[src/rtl/fgw_pkg.sv]
package fgw_pkg;
   typedef enum logic [2:0] {
      ST_IDLE,
      ST_ARMED,
      ST_PULSE,
      ST_WAITF,
      ST_WRITE,
      ST_HELD
   } fgw_state_e;
endpackage

[src/rtl/fgw_edge_sync.sv]
module fgw_edge_sync #(
   parameter int STAGES = 2,
   parameter bit INVERT = 1'b0
) (
   input  logic clk,
   input  logic rst,
   input  logic din,
   output logic level,
   output logic rise,
   output logic fall
);
   localparam int TOP = STAGES - 1;

   if (STAGES < 2) begin : g_bad_stages
      $error("fgw_edge_sync: STAGES must be at least 2");
   end

   logic din_norm;
   if (INVERT) begin : g_inv
      assign din_norm = ~din;
   end else begin : g_pass
      assign din_norm = din;
   end

   logic [TOP:0] chain;
   logic         prev;

   always_ff @(posedge clk) begin
      if (rst) begin
         chain <= '0;
         prev  <= 1'b0;
      end else begin
         chain <= {chain[TOP-1:0], din_norm};
         prev  <= chain[TOP];
      end
   end

   assign level = chain[TOP];
   assign rise  = chain[TOP] & ~prev;
   assign fall  = ~chain[TOP] & prev;
endmodule

[src/rtl/fgw_sequencer.sv]
module fgw_sequencer
   import fgw_pkg::*;
#(
   parameter int RST_CYCLES = 3
) (
   input  logic clk,
   input  logic rst,
   input  logic arm_rise,
   input  logic done_rise,
   input  logic vs_rise,
   input  logic vs_fall,
   output logic wrst_n,
   output logic cap_en,
   output logic held
);
   localparam int CW = $clog2(RST_CYCLES + 1);
   localparam logic [CW-1:0] LAST = CW'(RST_CYCLES - 1);

   if (RST_CYCLES < 2) begin : g_bad_rst
      $error("fgw_sequencer: RST_CYCLES must be at least 2");
   end

   fgw_state_e    state, state_nx;
   logic [CW-1:0] cnt;

   always_comb begin
      state_nx = state;
      unique case (state)
         ST_IDLE:  if (arm_rise)      state_nx = ST_ARMED;
         ST_ARMED: if (vs_rise)       state_nx = ST_PULSE;
         ST_PULSE: if (cnt == LAST)   state_nx = ST_WAITF;
         ST_WAITF: if (vs_fall)       state_nx = ST_WRITE;
         ST_WRITE: if (vs_rise)       state_nx = ST_HELD;
         ST_HELD:  if (done_rise)     state_nx = ST_IDLE;
         default:                     state_nx = ST_IDLE;
      endcase
   end

   always_ff @(posedge clk) begin
      if (rst) begin
         state <= ST_IDLE;
         cnt   <= '0;
      end else begin
         state <= state_nx;
         cnt   <= (state == ST_PULSE) ? cnt + 1'b1 : '0;
      end
   end

   assign wrst_n = (state != ST_PULSE);
   assign cap_en = (state == ST_WRITE);
   assign held   = (state == ST_HELD);

   AST_RST_MIN_WIDTH: assert property (@(posedge clk) disable iff (rst)
      $fell(wrst_n) |=> !wrst_n);
   AST_HELD_UNTIL_DONE: assert property (@(posedge clk) disable iff (rst)
      held && !done_rise |=> held);
   AST_HELD_NO_CAPTURE: assert property (@(posedge clk) disable iff (rst)
      held |-> !cap_en && wrst_n);
endmodule

[src/rtl/frame_grab_wctl.sv]
module frame_grab_wctl #(
   parameter int RST_CYCLES  = 3,
   parameter int SYNC_STAGES = 2,
   parameter bit VS_INVERT   = 1'b0
) (
   input  logic clk,
   input  logic rst,
   input  logic vsync,
   input  logic href,
   input  logic arm,
   input  logic rd_done,
   output logic wrst_n,
   output logic we_n,
   output logic frame_held
);
   logic vs_lvl, vs_rise, vs_fall;
   logic arm_lvl, arm_rise, arm_fall;
   logic done_lvl, done_rise, done_fall;
   logic cap_en;

   fgw_edge_sync #(.STAGES(SYNC_STAGES), .INVERT(VS_INVERT)) u_vs (
      .clk(clk), .rst(rst), .din(vsync),
      .level(vs_lvl), .rise(vs_rise), .fall(vs_fall));

   fgw_edge_sync #(.STAGES(SYNC_STAGES), .INVERT(1'b0)) u_arm (
      .clk(clk), .rst(rst), .din(arm),
      .level(arm_lvl), .rise(arm_rise), .fall(arm_fall));

   fgw_edge_sync #(.STAGES(SYNC_STAGES), .INVERT(1'b0)) u_done (
      .clk(clk), .rst(rst), .din(rd_done),
      .level(done_lvl), .rise(done_rise), .fall(done_fall));

   fgw_sequencer #(.RST_CYCLES(RST_CYCLES)) u_seq (
      .clk(clk), .rst(rst),
      .arm_rise(arm_rise), .done_rise(done_rise),
      .vs_rise(vs_rise), .vs_fall(vs_fall),
      .wrst_n(wrst_n), .cap_en(cap_en), .held(frame_held));

   assign we_n = ~(cap_en & href);

   AST_NO_WRITE_IN_RESET: assert property (@(posedge clk) disable iff (rst)
      !wrst_n |-> we_n);
   AST_NO_WRITE_WHEN_HELD: assert property (@(posedge clk) disable iff (rst)
      frame_held |-> we_n);
   AST_WRITE_IN_ACTIVE: assert property (@(posedge clk) disable iff (rst)
      !we_n |-> !vs_lvl);
   AST_FLAG_AT_BOUNDARY: assert property (@(posedge clk) disable iff (rst)
      $rose(frame_held) |-> vs_lvl);
endmodule

[config.mk]
export PLATFORM = sky130hd
export DESIGN_NAME = frame_grab_wctl
export DESIGN_NICKNAME = d
export VERILOG_FILES = /design/src/rtl/fgw_pkg.sv /design/src/rtl/fgw_edge_sync.sv /design/src/rtl/fgw_sequencer.sv /design/src/rtl/frame_grab_wctl.sv
export SDC_FILE = /design/constraint.sdc
export NUM_CORES = 1
export LEC_CHECK = 0
export BUFFER_PORTS_ARGS = -buffer_cell sky130_fd_sc_hd__buf_2
export CAP_MARGIN = 10
export CORE_UTILIZATION = 40
export CTS_CLUSTER_SIZE = 40
export DETAILED_ROUTE_END_ITERATION = 8
export GPL_TIMING_DRIVEN = 0
export PLACE_DENSITY = 0.68
export SLEW_MARGIN = 10
export SYNTH_ARGS = -nofsm -noshare
export SYNTH_HDL_FRONTEND = slang
export SYNTH_HIERARCHICAL = 1
export SYNTH_SLANG_ARGS = --single-unit
[constraint.sdc]
create_clock -name clk -period 1.6 [get_ports clk]
set_clock_uncertainty 0.1 [all_clocks]
set_input_delay 0.08 -clock clk [delete_from_list [all_inputs] [get_ports clk]]
set_output_delay 0.08 -clock clk [all_outputs]
set_load 0.005 [all_outputs]
Yosys cells after proc, flatten, opt, wreduce, memory -nomap -nowiden
Index checks and enable logic that the tools add are counted.

storage, ports and cells
  bits in registers = 14
  input bits = 6
  word-level logic and storage cells = 43

operators by class
  add/sub/neg operators = 1
  multiplexer cells = 7
  equal/unequal tests = 13
  reduce and logical (&&, ||, !) cells = 3
  bitwise operators = 11

operators by type and width
  cell                 count
  $mux 3               6
  $pmux 3 s6           1
  $ne 2x1->1 const B   5
  $eq 3x2->1 const B   2
  $eq 3x3->1 const B   2
  $not 1->1            6
  $reduce_and 6->1     1
  $and 1x1->1          5
  $eq 3x1->1 const B   1
  $logic_not 3->1      1
  $ne 3x2->1 const B   1
  $add 2x1->2 const B  1
  $eq 2x2->1 const B   1
  $ne 2x2->1 const B   1
  $reduce_or 2->1      1

Longest topological paths before layout
Gate-level depths: netlist (run 1).

  depth in word-level cells = 4
  gate-level depth with buffers = 4
  mapped depth without buffers = 4

Modules after synthesis
The synthesis (run 1) kept the hierarchy.

modules (own cells, without submodules)
  module           cells each  instances  area an instance (um^2)
  fgw_sequencer    33          1          285.3
  fgw_edge_sync    8           3          91.3
  frame_grab_wctl  1           1          3.8

Worst setup path before layout (run 1)
OpenSTA, ideal clock, no wires.

  path type = register to register
  start = register u_seq.state[1]
  end = register u_seq.state[0]
  required time = 1418 ps
  cell stages (with the launch flop) = 4
  path buffers = 1
  path slack = 352 ps
  data arrival time = 1065 ps
  cell sequence = dfxtp_1 -> buf_6 -> or4b_1 -> o221ai_1

between the ends
  cells in the longest elaborated chain, start to end = 3
  elaborated cells between the ends (all ways) = 14
  classes of those cells = eq/ne (11); mux (1); reduce/logical (2)

RTL lines
  what                                                              RTL line             text
  start: declaration                                                fgw_sequencer.sv:23  fgw_state_e state, state_nx;
  start signal: assignment                                          fgw_sequencer.sv:44  state <= state_nx;
  $eq 3x2->1 (tied with other cells)                                fgw_sequencer.sv:28  unique case (state)
  $ne 2x1->1 (no source line) / $ne 2x2->1 (equally long branches)  --
  $reduce_and 6->1 (no source line)                                 --

Parallel ways exist; a longest one is shown, timed or not.
A chain may end at the register's enable or synchronous reset.

Final worst setup path (run 1)
  start = register u_seq.state[2]
  end = output port wrst_n

between the ends
  cells in the longest elaborated chain, start to end = 1

RTL lines
  what              RTL line               text
  $ne 3x2->1        fgw_sequencer.sv:49    assign wrst_n = (state != ST_PULSE);
  end: declaration  frame_grab_wctl.sv:12  output logic wrst_n,

No other way between the ends.

==> impl_metrics.tcl, run 1 <==
set metrics [dict create \
    multi_input_area_um2 246.5 \
    r2r_setup_slack_ns 0.27 \
    slew_viol_final 0 \
    crit_fanout 7 \
    setup_violations 0 \
    grt_pass1_vias 349 \
    vias_per_cell 4.698 \
    cts_max_path_buffers 2 \
    peakVddDrop_v 0.0006176 \
    place_congestion 0.6398 \
    layout_common_cells "14 x nor2b_1, 14 x dfxtp_1, 8 x buf_2" \
    use_met1_pct 14.69 \
    overflow 0 \
    end_kind "output port" \
    powerDensity_nw_per_um2 968.9 \
    max_freq_mhz 662.3 \
    dp_hpwl_um 545.3 \
    final_antenna_net_count 0 \
    status "complete, no violations" \
    cts_sinks 14 \
    final_cells 86 \
    max-slew-margin-rel_pct 81.30 \
    crit_path_start_kind "register" \
    final.setup.tns_ns 0 \
    dp.cells 79 \
    drive_above_1_share_pct 22.54 \
    antenna_cells 0 \
    clkTransAtPathRegs_ns 0.09 \
    seq_area_um2 280.3 \
    avgSynthCellArea_um2 9.831 \
    dr_total_vias 404 \
    use_met3_pct 10.40 \
    crit_type "register to output port" \
    reg2reg_to "u_seq/state[0]" \
    p_leak_nw 0.2704 \
    clock-root-buffer "clkbuf_4" \
    drc 0 \
    wl_per_cell_um 10.24 \
    min_period_ns 1.510 \
    die_y_um 39.10 \
    worst-path-stages 3 \
    drt_iter0_drc 1 \
    num-nets-final 79 \
    worstPathRequired_ns 1.42 \
    io_pins 9 \
    crit-reg2reg-launch "u_seq/state[1]" \
    start_util_pct 42.84 \
    die_area_um2 1529 \
    first_pass_iters 2 \
    rsz0062_at_grt "no" \
    tightest_slew_ns 0.2805 \
    hp-start "rst" \
    cp_slowest_cell "dfxtp_1" \
    cap_viol_max_count 0 \
    port_buffers 8 \
    core-area_um2 1285 \
    grtUsageTotal_pct 14.97 \
    crit_end "wrst_n" \
    path_buf_inv 1 \
    path_cells "or2b_1 > or2_2 > buf_2" \
    crit_start "u_seq/state[2]" \
    synth_cells 56 \
    syn-num-nets 63 \
    postCtsSetupBuffers 0 \
    hold_class "input pin to register" \
    path_delay_family "simple AND/OR/NAND/NOR gates" \
    met2_usage_pct 23.33 \
    nFillCells 126 \
    critical_path_arrival_ns 1.33 \
    h-tree-depth 1 \
    clock_latency_ns 0.28 \
    cpPeakStageDelay_ns 0.37 \
    synth-warning-count 6 \
    antenna_found_initial 0 \
    totalWireLength_um 881 \
    finalCritPeriodShare_pct 94.37 \
    fp-row-count 13 \
    busiest_layer "met2" \
    cts_tree "yes" \
    grt_pass1_wl_mm 1.400 \
    syn_area_um2 550.5 \
    hold_violations 0 \
    cts_buffers 3 \
    syn_to_final_growth_pct 22.73 \
    grt_max_degree 17 \
    ff2ff_path_depth 3 \
    die_w_um 39.10 \
]
layer usage:
metal  vias up  part of all wire (%)
li1        215                     -
met1       179                    49
met2        10                    47
met3         0                   4.1
met4         0                     0
met5         -                     0
sequential cells by signal (all words and copies together), names as in the netlist:
| name | cells |
|---|---|
| u_arm/chain | 2 |
| u_arm/prev | 1 |
| u_done/chain | 2 |
| u_done/prev | 1 |
| u_seq/cnt | 2 |
| u_seq/state | 3 |
| u_vs/chain | 2 |
| u_vs/prev | 1 |
worst reg2reg max path: stages (launching register included):
cell and delay (ns):
dfxtp_1 0.32, buf_6 0.13, or4b_1 0.51, o221ai_1 0.19
power by group:
group	total (W)	internal (W)	switching [W]
Clock	0.000251	0.000138	0.000113
Sequential	0.000362	0.000359	0.00000307
Combinational	0.0000413	0.0000229	0.0000184
Total	0.000655	0.000520	0.000134
repair_timing:
item	4_1_cts	5_1_grt
hold buffers	3	0
endpoints found under the hold margin	3	0
resized for setup	0	0
worst min-delay path by stage:
stage / endpoint / depth (start not counted)
after detailed placement: u_done/chain[0] / 2
after floorplan: u_seq/state[2] / 1
after global placement: u_vs/chain[0] / 2
final: u_arm/chain[1] / 2
after global routing: u_arm/chain[0] / 2
after CTS: u_vs/chain[1] / 2
metrics by stage:
step / setup slack [ns] / power [W] / util, % / cell area (um^2) / hold slack (ns)
detailed placement: 0.2926 / 0.0004056 / 47.42 / 609.3 / 0.1990
global placement: 0.3149 / 0.0004047 / 47.42 / 609.3 / 0.1946
CTS: 0.07426 / 0.0006664 / 52.58 / 675.6 / 0.04243
floorplan: 0.3523 / 0.0003909 / - / 550.5 / 0.04907
global route: 0.01074 / 0.0006879 / 52.58 / 675.6 / 0.05487
finish: 0.09002 / 0.0006547 / 52.58 / 675.6 / 0.05876
layout make-up:
cell class                 instances  share of cell area [%]
buffer                             2                   2.407
inverter                           2                   1.111
multi-input combinational         38                   36.48
timing repair buffer              11                   10.37
tap                               15                   2.778
clock buffer                       4                   5.370
sequential                        14                   41.48
(Power assumes the default switching activity.)
==> run 2: changes to the inputs <==
--- a/config.mk
+++ b/config.mk
@@ -7,13 +7,12 @@
 export LEC_CHECK = 0
 export BUFFER_PORTS_ARGS = -buffer_cell sky130_fd_sc_hd__buf_2
 export CAP_MARGIN = 10
-export CORE_UTILIZATION = 40
+export CORE_UTILIZATION = 30
 export CTS_CLUSTER_SIZE = 40
 export DETAILED_ROUTE_END_ITERATION = 8
 export GPL_TIMING_DRIVEN = 0
-export PLACE_DENSITY = 0.68
+export PLACE_DENSITY = 0.56
 export SLEW_MARGIN = 10
 export SYNTH_ARGS = -nofsm -noshare
 export SYNTH_HDL_FRONTEND = slang
-export SYNTH_HIERARCHICAL = 1
 export SYNTH_SLANG_ARGS = --single-unit
==> impl_metrics.tcl, run 2 <==
set metrics [dict create \
    stdcell_area_um2 710.7 \
    cts_max_path_buffers 2 \
    wl_met1_um 461 \
    vias_per_cell 4.168 \
    crit_end "we_n" \
    port_buffers 8 \
    clock_latency_ns 0.27 \
    die_area_um2 2054 \
    yosys-top-cells-area "dfxtp_1 50%, nor2b_1 7.8%, nor2_1 5.3%, nand3_1 3.6%, nor3_4 2.9%" \
    synth_most_common_cell "dfxtp_1" \
    synth-warning-count 0 \
    cp_slowest_cell "dfxtp_1" \
    synth_top_area_share_pct 49.78 \
    hold_violations 0 \
    wl_met2_um 378 \
    setup_violations 0 \
    path_cells "buf_6 > nor2_1 > nand3_1 > buf_2" \
    grt_pass1_vias 361 \
    antenna_cells 0 \
    finalCritPeriodShare_pct 85.38 \
    core-area_um2 1745 \
    topRoutingLayerUsed "met3" \
    synth_seq_cells 14 \
    min_period_ns 1.366 \
    final_antenna_net_count 0 \
    dp_hpwl_um 610.9 \
    worst-path-stages 4 \
    rsz0062_at_grt "no" \
    first_pass_iters 4 \
    hold-worst-slack_ns 0.3102 \
    grt_max_degree 11 \
    cts_sinks 14 \
    powerDensity_nw_per_um2 937.9 \
    path_buf_inv 2 \
    largest_register_ffs 3 \
    synthArstFlopShare_pct 0 \
    path_delay_family "flip-flops" \
    postCtsResizedCells 0 \
    avgSynthCellArea_um2 9.384 \
    top_register "u_seq.state" \
    pre_cts_slack_ns 0.2982 \
    p_leak_nw 0.2660 \
    drc 0 \
    syn_area_um2 563.0 \
    cts_tree "yes" \
    max_freq_mhz 732.0 \
    final.setup.tns_ns 0 \
    status "complete, no violations" \
    synth_cells 60 \
    die_w_um 45.32 \
    crit-reg2reg-launch "u_seq.state[0]" \
    drt_iter0_drc 10 \
    place_congestion 0.7616 \
    totalWireLength_um 869 \
    synth_area_leader_cell "dfxtp_1" \
    tightest_slew_ns 0.4854 \
    syn_to_final_growth_pct 26.22 \
    yosysSeqAreaShare_pct 49.78 \
    grt_pass1_wl_mm 1.476 \
    slew_viol_final 0 \
    clock-root-buffer "clkbuf_4" \
    cpPeakStageDelay_ns 0.33 \
    synth-edff-count 0 \
    crit_fanout 10 \
    reg2reg_to "u_seq.state[2]" \
    syn-num-nets 67 \
    crit_type "register to output port" \
    die_y_um 45.32 \
    drive_above_1_share_pct 26.32 \
    dp.cells 93 \
    dr_total_vias 421 \
    crit_path_start_kind "register" \
    antenna_found_initial 0 \
    setup_ws_ns 0.2339 \
    max-slew-margin-rel_pct 67.64 \
    synth_common_cells "14 x dfxtp_1, 8 x nor2_1, 7 x nor2b_1, 4 x nand3_1" \
    num-nets-final 84 \
    postCtsSetupBuffers 0 \
    layout_common_cells "14 x dfxtp_1, 8 x nor2_1, 8 x buf_2" \
    worstPathRequired_ns 1.42 \
    io_pins 9 \
    synth-main-ff-cell "dfxtp_1" \
    end_kind "output port" \
    crit_start "u_seq.state[1]" \
    critical_path_arrival_ns 1.19 \
    h-tree-depth 1 \
    fp-row-count 15 \
    start_util_pct 32.26 \
    clkTransAtPathRegs_ns 0.08 \
    cts_buffers 3 \
    dpl_cell_area_um2 634.4 \
    grtUsageTotal_pct 10.06 \
    cap_viol_max_count 0 \
    overflow 0 \
    final_cells 101 \
    route.met3.wl_um 28 \
    hold_class "input pin to output port" \
    wl_per_cell_um 8.604 \
    yosysUniqueCellTypes 25 \
    ff2ff_path_depth 5 \
    peakVddDrop_v 0.0003874 \
    final_common_cell "dfxtp_1" \
    r2r_setup_slack_ns 0.29 \
]
==> run 2: final cells by class <==
cell class | instances | area, um^2
tap | 25 | 31.28
timing repair buffer | 12 | 80.08
buffer | 2 | 15.01
inverter | 5 | 18.77
sequential | 14 | 280.3
multi-input combinational | 39 | 249.0
clock buffer | 4 | 36.28
fill | 175 | 1035
==> run 2: metal layers <==
| metal | vias to the layer above | track usage [%] |
|---|---|---|
| met1 | 180 | 12.25 |
| met5 | - | 0 |
| met4 | 0 | 5.455 |
| met2 | 10 | 16.23 |
| met3 | 0 | 2.400 |
| li1 | 231 | - |
==> run 2: worst register-to-register path, cell delays in order, from the launching register on <==
cell and delay [ns]:
dfxtp_1 0.44, inv_2 0.11, nor3_4 0.21, o21ai_2 0.08, nor3b_2 0.16, nor3_2 0.14
==> run 2: timing repair <==
action,4_1_cts,5_1_grt
hold buffers,4,0
endpoints found under the setup margin,0,0
endpoints found under the hold margin,4,0
==> run 2: cell families (layout without fill, tap and decap cells) <==
logic type                 after synthesis  after routing  synth area share (%)
buffers and inverters                    7             23                 6.000
DFF                                     14             14                 49.78
adders and majority gates                1              1                 2.222
and+or+nand+nor                         29             29                 30.45
AOI/OAI and AO/OA                        9              9                 11.56
==> run 2: worst min path at each step <==
| stage | end | startpoint | depth (start not counted) |
|---|---|---|---|
| floorplan | u_done.chain[1] | rst | 1 |
| global placement | u_done.chain[1] | rst | 2 |
| detailed placement | u_done.chain[1] | rst | 2 |
| CTS | we_n | href | 3 |
| global route | u_seq.cnt[0] | u_seq.cnt[0] | 1 |
| finish | we_n | href | 3 |
==> run 2: report_power, final <==
group	switching [W]	leakage, nW	internal (W)
Clock	0.000111	0.0210	0.000138
Combinational	0.0000246	0.131	0.0000260
Sequential	0.00000693	0.114	0.000360
Total	0.000142	0.266	0.000524
==> run 2: through the flow <==
stage | utilization (%) | total power (W)
final | 40.72 | 0.0006666
after global routing | 40.72 | 0.0007019
after CTS | 40.72 | 0.0006784
after detailed placement | 36.34 | 0.0004188
after global placement | 36.34 | 0.0004179
after floorplan | - | 0.0004053
==> run 3: changes to the inputs <==
--- a/config.mk
+++ b/config.mk
@@ -12,6 +12,7 @@
 export DETAILED_ROUTE_END_ITERATION = 8
 export GPL_TIMING_DRIVEN = 0
 export PLACE_DENSITY = 0.56
+export RECOVER_POWER = 100
 export SLEW_MARGIN = 10
 export SYNTH_ARGS = -nofsm -noshare
 export SYNTH_HDL_FRONTEND = slang
==> impl_metrics.tcl, run 3 (synthesis gave the netlist of run 2 again) <==
set metrics [dict create \
    slew_viol_final 0 \
    critical_path_arrival_ns 1.26 \
    die_y_um 45.32 \
    overflow 0 \
    final_common_cell "dfxtp_1" \
    h-tree-depth 1 \
    cap_viol_max_count 0 \
    largest_register_ffs 3 \
    first_pass_iters 4 \
    max-slew-margin-rel_pct 67.67 \
    dr_total_vias 416 \
    drt_iter0_drc 8 \
    die_area_um2 2054 \
    holdPathEnd "we_n" \
    antenna_found_initial 0 \
    drive_above_1_share_pct 21.05 \
    cts_sinks 14 \
    totalWireLength_um 870 \
    status "complete, no violations" \
    crit-reg2reg-launch "u_seq.state[1]" \
    port_buffers 8 \
    die_w_um 45.32 \
    crit_type "register to output port" \
    dp_hpwl_um 610.9 \
    num-nets-final 84 \
    crit_start "u_seq.state[1]" \
    grt_pass1_wl_mm 1.476 \
    cts_tree "yes" \
    top_register "u_seq.state" \
    nFillCells 176 \
    worstPathRequired_ns 1.42 \
    ff2ff_path_depth 6 \
    grt_max_degree 11 \
    grt_pass1_vias 361 \
    comb_power_share_pct 7.5 \
    power.internal_w 0.0005230 \
    antenna_cells 0 \
    wl_per_cell_um 8.614 \
    cts_max_path_buffers 2 \
    tightest_slew_ns 0.4849 \
    clkPwrFrac_pct 37.4 \
    hold_violations 0 \
    end_kind "output port" \
    p_leak_nw 0.2561 \
    max_freq_mhz 692.6 \
    crit_path_start_kind "register" \
    seq_area_um2 280.3 \
    hold_class "input pin to output port" \
    vias_per_cell 4.119 \
    syn_to_final_growth_pct 24.44 \
    multi_input_area_um2 249.0 \
    start_util_pct 32.26 \
    io_pins 9 \
    finalCritPeriodShare_pct 90.23 \
    min_period_ns 1.444 \
    min_path_cells 3 \
    drc 0 \
    crit_fanout 10 \
    clock_latency_ns 0.27 \
    final_antenna_net_count 0 \
    fp-row-count 15 \
    clkTransAtPathRegs_ns 0.08 \
    peakVddDrop_v 0.0003867 \
    cts_buffers 3 \
    reg2reg_to "u_seq.state[0]" \
    powerDensity_nw_per_um2 948.9 \
    power_w 0.0006649 \
    layout_common_cells "14 x dfxtp_1, 8 x nor2_1, 7 x nor2b_1" \
    clock-root-buffer "clkbuf_4" \
    grtUsageTotal_pct 10.06 \
    switching_share_pct 21.33 \
    r2r_setup_slack_ns 0.22 \
    power.switching_w 0.0001418 \
    hp-start "href" \
    final.setup.tns_ns 0 \
    rsz0062_at_grt "no" \
    seqPwrFrac_pct 55.1 \
    setup_violations 0 \
    core-area_um2 1745 \
    place_congestion 0.7616 \
]
## run 3: changes by cell type in the layout (fill, tap and decap cells not counted)
cell	previous run	this run
buf_1	0	1
buf_2	8	5
buf_6	1	0
clkbuf_1	1	3
clkbuf_2	0	1
inv_1	3	4
inv_2	2	1
## run 3: worst max path at each step
| stage | endpoint | slack [ns] | cells after the start |
|---|---|---|---|
| floorplan | u_seq.state[0] | 0.37 | 6 |
| global placement | u_seq.state[0] | 0.31 | 6 |
| detailed placement | u_seq.state[0] | 0.30 | 6 |
| CTS | we_n | 0.22 | 4 |
| global route | we_n | 0.07 | 4 |
| finish | we_n | 0.16 | 4 |
## run 3: power by group through the flow
stage | registers, W | clock network (W) | logic (W)
floorplan | 0.000373 | 0 | 0.0000318
finish | 0.000367 | 0.000249 | 0.0000496
global placement | 0.000375 | 0 | 0.0000429
global route | 0.000369 | 0.000276 | 0.0000556
CTS | 0.000367 | 0.000260 | 0.0000512
detailed placement | 0.000375 | 0 | 0.0000436
## run 3: area by class of cell
type                            count  share of cell area [%]
Buffer                              2                   1.250
Inverter                            5                   2.679
Tap cell                           25                   4.464
Sequential cell                    14                   40.00
Clock buffer                        4                   5.179
Timing Repair Buffer               12                   10.89
Multi-Input combinational cell     39                   35.54
## run 3: layer usage
layer	GRT usage [%]	wire length, um
met4	5.455	0
met1	12.25	463
met3	2.400	25
met2	16.23	381
met5	0	0
## run 3: what timing repair did
| action | in CTS | in global routing |
|---|---|---|
| setup buffers | 0 | 0 |
| hold endpoints to repair | 4 | 0 |
| hold buffers | 4 | 0 |
| resized for setup | 0 | 0 |
## run 3: worst max-delay path: stages, from the launching register on
cell	delay, ns
dfxtp_1	0.32
clkbuf_2	0.19
nor2_1	0.24
nand3_1	0.10
buf_2	0.14
## run 3: per-stage QoR
step | setup slack [ns] | util [%] | area, um^2 | cells | hold WS [ns]
6_report | 0.1562 | 40.14 | 700.7 | 101 | 0.3102
5_1_grt | 0.06515 | 40.14 | 700.7 | 101 | 0.3373
4_1_cts | 0.2234 | 40.72 | 710.7 | 101 | 0.3161
3_5_place_dp | 0.2982 | 36.34 | 634.4 | 93 | 0.1852
3_3_place_gp | 0.3095 | 36.34 | 634.4 | 93 | 0.1790
2_1_floorplan | 0.3720 | - | 563.0 | 60 | 0.05161
